==> config.mk <==
export PLATFORM = sky130hd
export DESIGN_NAME = ptmr_quad
export DESIGN_NICKNAME = d
export VERILOG_FILES = /design/src/rtl/ptmr_pkg.sv /design/src/rtl/ptmr_prescale.sv /design/src/rtl/ptmr_channel.sv /design/src/rtl/ptmr_quad.sv
export SDC_FILE = /design/constraint.sdc
export NUM_CORES = 1
export LEC_CHECK = 0
export BUFFER_PORTS_ARGS = -buffer_cell sky130_fd_sc_hd__buf_4
export CORE_ASPECT_RATIO = 1.2
export CORE_MARGIN = 2
export CORE_UTILIZATION = 40
export CTS_CLUSTER_DIAMETER = 60
export DETAILED_ROUTE_END_ITERATION = 10
export HOLD_SLACK_MARGIN = 0.06
export PLACE_DENSITY = 0.66
export SYNTH_ARGS = -nofsm -noshare
export SYNTH_HDL_FRONTEND = slang
export SYNTH_HIERARCHICAL = 1
export SYNTH_SLANG_ARGS = --single-unit
==> constraint.sdc <==
create_clock -name clk_i -period 4.1 [get_ports clk_i]
set_input_delay 0.205 -clock clk_i [delete_from_list [all_inputs] [get_ports clk_i]]
set_output_delay 0.205 -clock clk_i [all_outputs]
set_load 0.02 [all_outputs]
==> src/rtl/ptmr_pkg.sv <==
package ptmr_pkg;
  localparam int unsigned DW = 16;

  typedef enum logic [1:0] {
    SRC_CHAIN = 2'd0,
    SRC_CLK   = 2'd1,
    SRC_DIV16 = 2'd2,
    SRC_NONE  = 2'd3
  } src_e;

  typedef struct packed {
    logic [7:0] sec_div;
    logic [2:0] rsv_hi;
    logic       irq_en;
    logic       restart;
    logic [1:0] src;
    logic       rsv_lo;
  } mode_t;

  // control byte bit positions per half of a pair
  localparam int unsigned RST_EVEN  = 0;
  localparam int unsigned STP_EVEN  = 1;
  localparam int unsigned RST_ODD   = 4;
  localparam int unsigned STP_ODD   = 5;
  localparam int unsigned EVT_REF   = 1;

  // word offsets inside a timer window
  localparam logic [2:0] OFS_MODE = 3'd0;
  localparam logic [2:0] OFS_REF  = 3'd1;
  localparam logic [2:0] OFS_CAP  = 3'd2;
  localparam logic [2:0] OFS_CNT  = 3'd3;
  localparam logic [2:0] OFS_EVT  = 3'd4;
  localparam logic [2:0] OFS_PSR  = 3'd5;

  function automatic logic [DW-1:0] merge_be(logic [DW-1:0] old_v,
                                             logic [DW-1:0] new_v,
                                             logic [1:0]    be);
    merge_be = old_v;
    if (be[0]) merge_be[7:0]  = new_v[7:0];
    if (be[1]) merge_be[15:8] = new_v[15:8];
  endfunction
endpackage

==> src/rtl/ptmr_prescale.sv <==
module ptmr_prescale
  import ptmr_pkg::*;
#(
  parameter int unsigned PW  = 8,
  parameter int unsigned SW  = 8,
  parameter int unsigned DIV = 16
) (
  input  logic          clk_i,
  input  logic          rst_ni,
  input  logic          clr_i,
  input  logic          run_i,
  input  logic [1:0]    src_i,
  input  logic [PW-1:0] psr_i,
  input  logic [SW-1:0] sps_i,
  output logic          tick_o
);
  localparam int unsigned FW = $clog2(DIV);

  logic [PW-1:0] p_q;
  logic [FW-1:0] f_q;
  logic [SW-1:0] s_q;
  logic          en, p_done, f_done, s_done, use_f;

  assign use_f  = (src_i == SRC_DIV16);
  assign en     = run_i && (src_i == SRC_CLK || use_f);
  assign p_done = (p_q == psr_i);
  assign f_done = !use_f || (f_q == FW'(DIV - 1));
  assign s_done = (s_q == sps_i);
  assign tick_o = en && p_done && f_done && s_done;

  always_ff @(posedge clk_i or negedge rst_ni) begin
    if (!rst_ni) begin
      p_q <= '0;
      f_q <= '0;
      s_q <= '0;
    end else if (clr_i) begin
      p_q <= '0;
      f_q <= '0;
      s_q <= '0;
    end else if (en) begin
      if (p_done) begin
        p_q <= '0;
        if (use_f) f_q <= f_done ? '0 : f_q + 1'b1;
        if (f_done) s_q <= s_done ? '0 : s_q + 1'b1;
      end else begin
        p_q <= p_q + 1'b1;
      end
    end
  end

  a_r9_div_cleared: assert property (@(posedge clk_i) disable iff (!rst_ni)
    clr_i |=> (p_q == '0 && f_q == '0 && s_q == '0));
  a_r8_div_held: assert property (@(posedge clk_i) disable iff (!rst_ni)
    (!run_i && !clr_i) |=> ($stable(p_q) && $stable(s_q) && $stable(f_q)));
endmodule

==> src/rtl/ptmr_channel.sv <==
module ptmr_channel #(
  parameter int unsigned CW = 16
) (
  input  logic          clk_i,
  input  logic          rst_ni,
  input  logic          clr_i,
  input  logic          tick_i,
  input  logic          restart_i,
  input  logic [CW-1:0] ref_i,
  input  logic          cnt_we_i,
  input  logic [CW-1:0] cnt_wd_i,
  input  logic          evt_clr_i,
  output logic [CW-1:0] cnt_o,
  output logic          evt_o
);
  logic [CW-1:0] cnt_q;
  logic          evt_q, match;

  assign match = tick_i && (cnt_q == ref_i);

  always_ff @(posedge clk_i or negedge rst_ni) begin
    if (!rst_ni) begin
      cnt_q <= '0;
      evt_q <= 1'b0;
    end else if (clr_i) begin
      cnt_q <= '0;
      evt_q <= 1'b0;
    end else begin
      if (cnt_we_i)                cnt_q <= cnt_wd_i;
      else if (match && restart_i) cnt_q <= '0;
      else if (tick_i)             cnt_q <= cnt_q + 1'b1;
      // hardware set wins over write-one-to-clear
      if (match)          evt_q <= 1'b1;
      else if (evt_clr_i) evt_q <= 1'b0;
    end
  end

  assign cnt_o = cnt_q;
  assign evt_o = evt_q;

  a_r9_clr_zero: assert property (@(posedge clk_i) disable iff (!rst_ni)
    clr_i |=> (cnt_q == '0 && !evt_q));
  a_r3_restart_zero: assert property (@(posedge clk_i) disable iff (!rst_ni)
    (match && restart_i && !cnt_we_i && !clr_i) |=> (cnt_q == '0));
  a_r4_free_inc: assert property (@(posedge clk_i) disable iff (!rst_ni)
    (tick_i && !(match && restart_i) && !cnt_we_i && !clr_i)
      |=> (cnt_q == $past(cnt_q) + 1'b1));
  a_r5_set_wins: assert property (@(posedge clk_i) disable iff (!rst_ni)
    (match && !clr_i) |=> evt_q);
  a_r8_hold: assert property (@(posedge clk_i) disable iff (!rst_ni)
    (!tick_i && !cnt_we_i && !clr_i) |=> $stable(cnt_q));
endmodule

==> src/rtl/ptmr_quad.sv <==
module ptmr_quad
  import ptmr_pkg::*;
#(
  parameter int unsigned NT = 4,
  parameter int unsigned AW = 6,
  parameter int unsigned PW = 8,
  parameter int unsigned SW = 8
) (
  input  logic          clk_i,
  input  logic          rst_ni,
  input  logic [AW-1:0] addr_i,
  input  logic [15:0]   wdata_i,
  input  logic [1:0]    be_i,
  input  logic          we_i,
  output logic [15:0]   rdata_o,
  output logic [NT-1:0] irq_o
);
  localparam int unsigned NP    = NT / 2;
  localparam int unsigned PIW   = (NP > 1) ? $clog2(NP) : 1;
  localparam int unsigned TIW   = (NT > 1) ? $clog2(NT) : 1;
  localparam int unsigned TBASE = 8;

  logic [AW-1:0]   off;
  logic [AW-4:0]   tsel;
  logic [TIW-1:0]  tidx;
  logic [2:0]      rsel;
  logic            in_tmr, in_cfg;

  assign off    = addr_i - TBASE[AW-1:0];
  assign tsel   = off[AW-1:3];
  assign tidx   = tsel[TIW-1:0];
  assign rsel   = off[2:0];
  assign in_tmr = (addr_i >= TBASE[AW-1:0]) && (int'(tsel) < NT);
  assign in_cfg = (int'(addr_i) < NP);

  logic [7:0]    cfg_rd  [NP];
  logic [15:0]   mode_rd [NT];
  logic [15:0]   ref_rd  [NT];
  logic [15:0]   cap_rd  [NT];
  logic [15:0]   cnt_rd  [NT];
  logic [15:0]   psr_rd  [NT];
  logic [NT-1:0] evt;

  for (genvar p = 0; p < NP; p++) begin : g_pair
    logic [7:0] cfg_q;
    always_ff @(posedge clk_i or negedge rst_ni) begin
      if (!rst_ni) cfg_q <= '0;
      else if (we_i && in_cfg && be_i[0] && int'(addr_i) == p) cfg_q <= wdata_i[7:0];
    end
    assign cfg_rd[p] = cfg_q;
  end

  for (genvar t = 0; t < NT; t++) begin : g_tmr
    localparam int unsigned STP = (t % 2) ? STP_ODD : STP_EVEN;
    localparam int unsigned RST = (t % 2) ? RST_ODD : RST_EVEN;
    mode_t         mode_q;
    logic [15:0]   ref_q, cap_q;
    logic [PW-1:0] psr_q;
    logic [15:0]   cnt;
    logic [15:0]   psr_wd;
    logic          hit, clr, run, tick;

    assign hit    = we_i && in_tmr && (tidx == t);
    assign clr    = cfg_rd[t/2][RST];
    assign run    = !cfg_rd[t/2][STP];
    assign psr_wd = merge_be(16'(psr_q), wdata_i, be_i);

    always_ff @(posedge clk_i or negedge rst_ni) begin
      if (!rst_ni) begin
        mode_q <= '0;
        ref_q  <= '0;
        cap_q  <= '0;
        psr_q  <= '0;
      end else if (hit) begin
        if (rsel == OFS_MODE) mode_q <= merge_be(mode_q, wdata_i, be_i);
        if (rsel == OFS_REF)  ref_q  <= merge_be(ref_q, wdata_i, be_i);
        if (rsel == OFS_CAP)  cap_q  <= merge_be(cap_q, wdata_i, be_i);
        if (rsel == OFS_PSR)  psr_q  <= psr_wd[PW-1:0];
      end
    end

    ptmr_prescale #(.PW(PW), .SW(SW)) i_div (
      .clk_i  (clk_i),
      .rst_ni (rst_ni),
      .clr_i  (clr),
      .run_i  (run),
      .src_i  (mode_q.src),
      .psr_i  (psr_q),
      .sps_i  (mode_q.sec_div[SW-1:0]),
      .tick_o (tick)
    );

    ptmr_channel #(.CW(16)) i_chan (
      .clk_i     (clk_i),
      .rst_ni    (rst_ni),
      .clr_i     (clr),
      .tick_i    (tick),
      .restart_i (mode_q.restart),
      .ref_i     (ref_q),
      .cnt_we_i  (hit && rsel == OFS_CNT),
      .cnt_wd_i  (merge_be(cnt, wdata_i, be_i)),
      .evt_clr_i (hit && rsel == OFS_EVT && be_i[0] && wdata_i[EVT_REF]),
      .cnt_o     (cnt),
      .evt_o     (evt[t])
    );

    assign irq_o[t]   = evt[t] && mode_q.irq_en;
    assign mode_rd[t] = mode_q;
    assign ref_rd[t]  = ref_q;
    assign cap_rd[t]  = cap_q;
    assign cnt_rd[t]  = cnt;
    assign psr_rd[t]  = 16'(psr_q);

    a_r6_irq_follows: assert property (@(posedge clk_i) disable iff (!rst_ni)
      (irq_o[t] && !clr && !hit) |=> irq_o[t]);
  end

  always_comb begin
    rdata_o = '0;
    if (in_cfg) begin
      rdata_o = {8'h00, cfg_rd[addr_i[PIW-1:0]]};
    end else if (in_tmr) begin
      unique case (rsel)
        OFS_MODE: rdata_o = mode_rd[tidx];
        OFS_REF:  rdata_o = ref_rd[tidx];
        OFS_CAP:  rdata_o = cap_rd[tidx];
        OFS_CNT:  rdata_o = cnt_rd[tidx];
        OFS_EVT:  rdata_o = 16'(evt[tidx]) << EVT_REF;
        OFS_PSR:  rdata_o = psr_rd[tidx];
        default:  rdata_o = '0;
      endcase
    end
  end
endmodule

== Word level (Yosys, flattened, before mapping) ==
Index checks and enable logic that the tools add are counted.

* Logic and storage cells: 382
* Output and inout port bits: 20
* Input bits: 27
* Flip-flop bits (word level): 388

* Equal/unequal tests: 41
* Bitwise logic cells: 2
* Magnitude comparators: 6
* $add $sub $neg: 17
* Muxes and demuxes: 105
* Reductions and logical operators: 141

{| class="wikitable"
|+ Operators with widths
! cell !! number
|-
| $mux W16 || 28
|-
| $mux W8 || 37
|-
| $bmux W16 S2 || 5
|-
| $reduce_and A3 Y1 || 36
|-
| $pmux W16 S6 || 1
|-
| $mux W4 || 20
|-
| $add A16 B1 Y16 const B || 4
|-
| $add A8 B1 Y8 const B || 8
|-
| $eq A16 B16 Y1 || 4
|-
| $eq A8 B8 Y1 || 8
|-
| $logic_and A1 B1 Y1 || 54
|-
| $reduce_bool A2 Y1 || 16
|-
| $ne A3 B3 Y1 const B || 8
|-
| $add A4 B1 Y4 const B || 4
|-
| $eq A4 B4 Y1 const B || 4
|-
| $reduce_and A2 Y1 || 8
|-
| $reduce_bool A4 Y1 || 4
|-
| $mux W1 || 13
|-
| $eq A2 B2 Y1 const B || 6
|-
| $reduce_bool A3 Y1 || 4
|-
| $eq A2 B1 Y1 const B || 5
|-
| $logic_not A1 Y1 || 8
|-
| $logic_or A1 B1 Y1 || 8
|-
| $eq A3 B2 Y1 const B || 2
|-
| 16 further kinds || 17
|}

== Logic depth before layout (Yosys ltp) ==
* Word-level depth: 11
* Mapped depth: 14
* Mapped depth without buffers: 11

== Hierarchy ==
Netlist, hierarchy kept.

{| class="wikitable"
|+ By module, submodules not included
! module !! sequential area each (µm²) !! cells an instance !! area each (µm²) !! instances
|-
| ptmr_quad || 6005.8 || 1012 || 12613.3 || 1
|-
| ptmr_channel || 425.4 || 152 || 1281.2 || 4
|-
| ptmr_prescale || 500.5 || 145 || 1280.0 || 4
|}

== Worst setup path after synthesis ==
Ideal clock, no wire load.

* Path type: input to register
* Start point: input port addr_i[3]
* End point: register g_tmr[0].i_chan.cnt_q[8]
* Buffers on the path: 4
* Arrival time: 2.900 ns
* Setup time: 0.094 ns
* Setup slack: 1.107 ns
* Data required time: 4.006 ns
* Stages on the path: 12
* Path through: buf_2 -> buf_2 -> inv_1 -> ha_1 -> and2_1 -> a21oi_1 -> clkbuf_1 -> and4b_1 -> and2_1 -> clkbuf_1 -> a211o_2 -> a211oi_1

* Longest elaborated chain between the ends: 8
* Elaborated cells between the ends (all ways): 13
* Those cells by class: 1 x add/sub; 2 x order compare; 1 x eq/ne; 2 x mux; 7 x reduce/logical

{| class="wikitable"
|+ Ends and longest elaborated chain
! element !! line !! RTL
|-
| start, declared || ptmr_quad.sv:11 || <nowiki>input logic [AW-1:0] addr_i,</nowiki>
|-
| $sub A6 B4 Y6 || ptmr_quad.sv:29 || <nowiki>assign off = addr_i - TBASE[AW-1:0];</nowiki>
|-
| $lt A3 B3 Y1 || ptmr_quad.sv:33 || <nowiki>assign in_tmr = (addr_i >= TBASE[AW-1:0]) && (int'(tsel) < NT);</nowiki>
|-
| $logic_and A1 B1 Y1 || ptmr_quad.sv:33 ||
|-
| $logic_and A1 B1 Y1 || ptmr_quad.sv:63 || <nowiki>assign hit = we_i && in_tmr && (tidx == t);</nowiki>
|-
| $logic_and A1 B1 Y1 (*) || ptmr_quad.sv:63 ||
|-
| $logic_and A1 B1 Y1 (*) || ptmr_quad.sv:100 || <nowiki>.cnt_we_i (hit && rsel == OFS_CNT),</nowiki>
|-
| $ne A3 B3 Y1 (no line), or another cell as far along || -- ||
|-
| $reduce_and A2 Y1 (no line) or $mux W16 (tied branches) || -- ||
|-
| end signal, assigned || ptmr_channel.sv:29 || <nowiki>if (cnt_we_i) cnt_q <= cnt_wd_i;</nowiki>
|-
| end signal, assigned || ptmr_channel.sv:31 || <nowiki>else if (tick_i) cnt_q <= cnt_q + 1'b1;</nowiki>
|-
| end, declared || ptmr_channel.sv:16 || <nowiki>logic [CW-1:0] cnt_q;</nowiki>
|}

Mark *: on every way between the ends. The rest lies on a longest branch, timed or not.
A chain may end at the register's enable or synchronous reset.

== Final worst setup path ==
* Start point: register g_tmr[3].mode_q[1] (netlist name)
* End point: register g_tmr[3].i_chan.cnt_q[15]

* Longest elaborated chain between the ends: 11
* Elaborated cells between the ends (all ways): 16
* Those cells by class: 2 x eq/ne; 3 x mux; 11 x reduce/logical

{| class="wikitable"
|+ Ends and longest elaborated chain
! element !! line !! RTL
|-
| start, declared || ptmr_quad.sv:56 || <nowiki>mode_t mode_q;</nowiki>
|-
| start signal, assigned || ptmr_quad.sv:75 || <nowiki>if (rsel == OFS_MODE) mode_q <= merge_be(mode_q, wdata_i, be_i);</nowiki>
|-
| $eq A2 B1 Y1 or $eq A2 B2 Y1 (tied branches) || ptmr_prescale.sv:25, ptmr_prescale.sv:24 ||
|-
| $logic_or A1 B1 Y1 || ptmr_prescale.sv:25 || <nowiki>assign en = run_i && (src_i == SRC_CLK || use_f);</nowiki>
|-
| $logic_and A1 B1 Y1 || ptmr_prescale.sv:25 ||
|-
| $logic_and A1 B1 Y1 || ptmr_prescale.sv:29 || <nowiki>assign tick_o = en && p_done && f_done && s_done;</nowiki>
|-
| $logic_and A1 B1 Y1 (*) (2 in a row) || ptmr_prescale.sv:29 ||
|-
| via g_tmr[3].tick || ptmr_quad.sv:61 || <nowiki>logic hit, clr, run, tick;</nowiki>
|-
| $logic_and A1 B1 Y1 || ptmr_channel.sv:19 || <nowiki>assign match = tick_i && (cnt_q == ref_i);</nowiki>
|-
| $logic_and A1 B1 Y1 || ptmr_channel.sv:30 || <nowiki>else if (match && restart_i) cnt_q <= '0;</nowiki>
|-
| $mux W16 || ptmr_channel.sv:30 ||
|-
| $mux W16 || ptmr_channel.sv:29 ||
|-
| $mux W16 || ptmr_channel.sv:25 || <nowiki>end else if (clr_i) begin</nowiki>
|-
| end signal, assigned || ptmr_channel.sv:29 ||
|-
| end signal, assigned || ptmr_channel.sv:31 ||
|-
| end, declared || ptmr_channel.sv:16 ||
|}

The timed path passes the listed nets; every way through them passes the cells marked *.

==> qor.yml <==
synth-edff-count: 0
synth_flop_cell: "dfrtp_1"
antenna_found_initial: 1
ys.warnings.count: 6
fin_skew_ns: 0.0113
ys_ff_latch: 388
yosysSeqAreaShare_pct: 42.5
clock-sinks: 388
hp-class: "input port to register"
worst-path-max-fanout: 10
fin_crit_sh_pct: 83.7
synth_top_cells_by_area: "dfrtp_1, mux2_2, mux4_2"
status: "completed"
pin_count: 47
syn_avg_cell_area_um2: 10.4
drv_slew: 0
path_delay_family: "simple AND/OR/NAND/NOR gates"
post-route-cell-area_um2: 25400
synth_common_cells: "dfrtp_1, mux2_2, nand2_1"
fp.dieW_um: 222
cts_root_buf: "clkbuf_16"
yosysUniqueCellTypes: 66
grt_pass1_wl_um: 113000
cp.arrival_ns: 3.86
fmax_mhz: 291
dpl_cell_area_um2: 23900
drt-initial-drc-count: 1888
critPathMaxStageDelay_ns: 0.63
p_per_area_nw_per_um2: 460
grt_max_degree: 107
post-cts-setup-buffers: 0
grt_pass1_vias: 18100
worst_pin_slew_ns: 1.19
synth_top_area_cell: "dfrtp_1"
routed_via_density: 6.19
cpMaxStageDelayCell: "nor2_1"
fp-row-count: 96
numPlacedInstances: 2898
core_area_um2: 56800
gp_congestion: 0.988
die_area_um2: 59100
syn_to_final_growth_pct: 11.0
htreeDepth: 2
drtPass1Iterations: 6
antenna_left: 0
end_kind: "register"
post-route-drc-count: 0
syn-num-nets: 2252
cap_violations: 0
hpwl_um: 53000
crit_top_cell: "nand2_1"
syn_inst: 2200
clkTransAtPathRegs_ns: 0.06
syn_area_um2: 22900
io_buffers: 46
finish.utilization_pct: 44.7
cts_tree: "done"
rsz0062_at_grt: "no"
fin_nets: 2268
crit_type: "register to register"
fin_total_pwr_mw: 11.7
worstPathRequired_ns: 4.53
grt_usage_pct: 25.0
synthArstFlopShare_pct: 100
post_drt_wl_per_cell_um: 25.0
clock_latency_ns: 0.57
ir_worst_vdd_mv: 0.265
cts_buffers: 42
fin_setup_tns_ns: 0
final_cells: 2979
num_antenna_cells: 0
yosysMostFrequentCell: "dfrtp_1"
die_h_um: 266
p_leak_nw: 11.2
synthDominantCellAreaShare_pct: 42.5
setup_violations: 0
worstSetupStartpointType: "register"
routed_wl_um: 74500
clk_path_buf_depth: 3
finalHoldViolCount: 0
fin_crit_ns: 3.43
drive_gt1_share_pct: 23.4
grt_overflow_total: 0
crit_buf_inv: 1
crit_chain: "inv_1 > ha_1 > nand2b_1 > a21oi_1 > nand2_1 > nor2_1 > nand2_1 > nor4_4 > a211o_2 > o21ai_0"
maxSlewHeadroom_pct: 20.0
initial_core_util_pct: 40.2
dr_total_vias: 18500
[kinds of logic (layout without fill, tap and decap cells)]
group	Yosys count	in the layout	share of synthesized area [%]
AND/OR/NAND/NOR	605	605	14.4
AO/OA/AOI/OAI	429	429	11.8
flip-flops	388	388	42.5
multiplexers	352	352	19.5
buffers and inverters	237	281	4.19
XOR/XNOR	164	164	6.28
adder cells (fa/ha/maj)	25	25	1.37
[metrics by stage]
step,worst slack (ns),hold slack [ns]
2_1_floorplan,1.11,-0.0906
3_3_place_gp,0.796,0.351
3_5_place_dp,0.764,0.361
4_1_cts,0.751,0.0947
5_1_grt,0.552,0.130
6_report,0.666,0.131
[per-layer routing]
metal / wire (um) / track usage (%)
met2: 35100 / 40.7
met3: 5540 / 3.77
met4: 4250 / 13.4
met1: 29500 / 32.3
met5: 0 / 0
[path summary, 6_finish.rpt]
path                                              to          startpoint  depth (start not counted)  slack [ns]
hold / removal                     g_tmr[3].ref_q[2]          wdata_i[2]                          2        0.13
min in group asynchronous      g_tmr[2].i_div/p_q[6]              rst_ni                          2        0.31
setup reg to reg           g_tmr[3].i_chan/cnt_o[15]  g_tmr[3].mode_q[1]                         10        0.67
setup / recovery           g_tmr[3].i_chan/cnt_o[15]  g_tmr[3].mode_q[1]                         10        0.67
max in group asynchronous      g_tmr[1].i_div/s_q[3]              rst_ni                          3        2.77
hold reg to reg                    g_tmr[3].cap_q[4]   g_tmr[3].cap_q[4]                          1        0.49
[layout make-up]
type	count	area [um^2]
clock buffers	58	1210
clock inverters	14	136
fillers	5239	31400
inverters	125	469
multi-input cells	1575	12200
flip-flops and latches	388	9710
well taps	735	920
repair buffers	84	723
[state kept, by name, indices dropped and copies added (netlist names), 32 cells and up]
name / cells
g_tmr.cap_q: 64
g_tmr.i_chan/cnt_o: 64
g_tmr.mode_q: 64
g_tmr.ref_q: 64
g_tmr.i_div/p_q: 32
g_tmr.i_div/s_q: 32
g_tmr.psr_q: 32
[timing repair]
item,4_1_cts,5_1_grt
hold endpoints to repair,195,0
hold buffers,9,0
resized for setup,0,0
[power breakdown]
group | internal (mW) | leakage (nW) | switching (mW)
logic | 1.14 | 5.24 | 1.56
registers | 4.27 | 5.30 | 0.889
clock network | 2.19 | 0.665 | 1.62
[layout by cell type, fill, tap and decap left out, types with 12 or more instances in the layout]
cell type	n
nand3_2	12
o22ai_1	43
nand3_1	56
inv_1	125
o21ai_0	145
nand4_1	59
o31ai_1	16
nand2_1	201
nand2b_1	15
nor3_1	45
mux2i_1	52
nor2b_1	15
ha_1	24
nor2_1	65
nor2_2	13
a21oi_1	111
mux2_2	244
and3_1	28
clkbuf_16	43
a211o_2	16
mux4_2	50
and2_1	19
xnor2_1	68
dfrtp_1	388
buf_4	69
xor2_1	96
[worst register-to-register path, stage by stage (launching register included)]
cell and delay, ns:
dfrtp_1 0.46, inv_1 0.08, ha_1 0.31, nand2b_1 0.24
a21oi_1 0.24, nand2_1 0.27, nor2_1 0.63, nand2_1 0.19
nor4_4 0.38, a211o_2 0.33, o21ai_0 0.16
(Power assumes the default switching activity.)
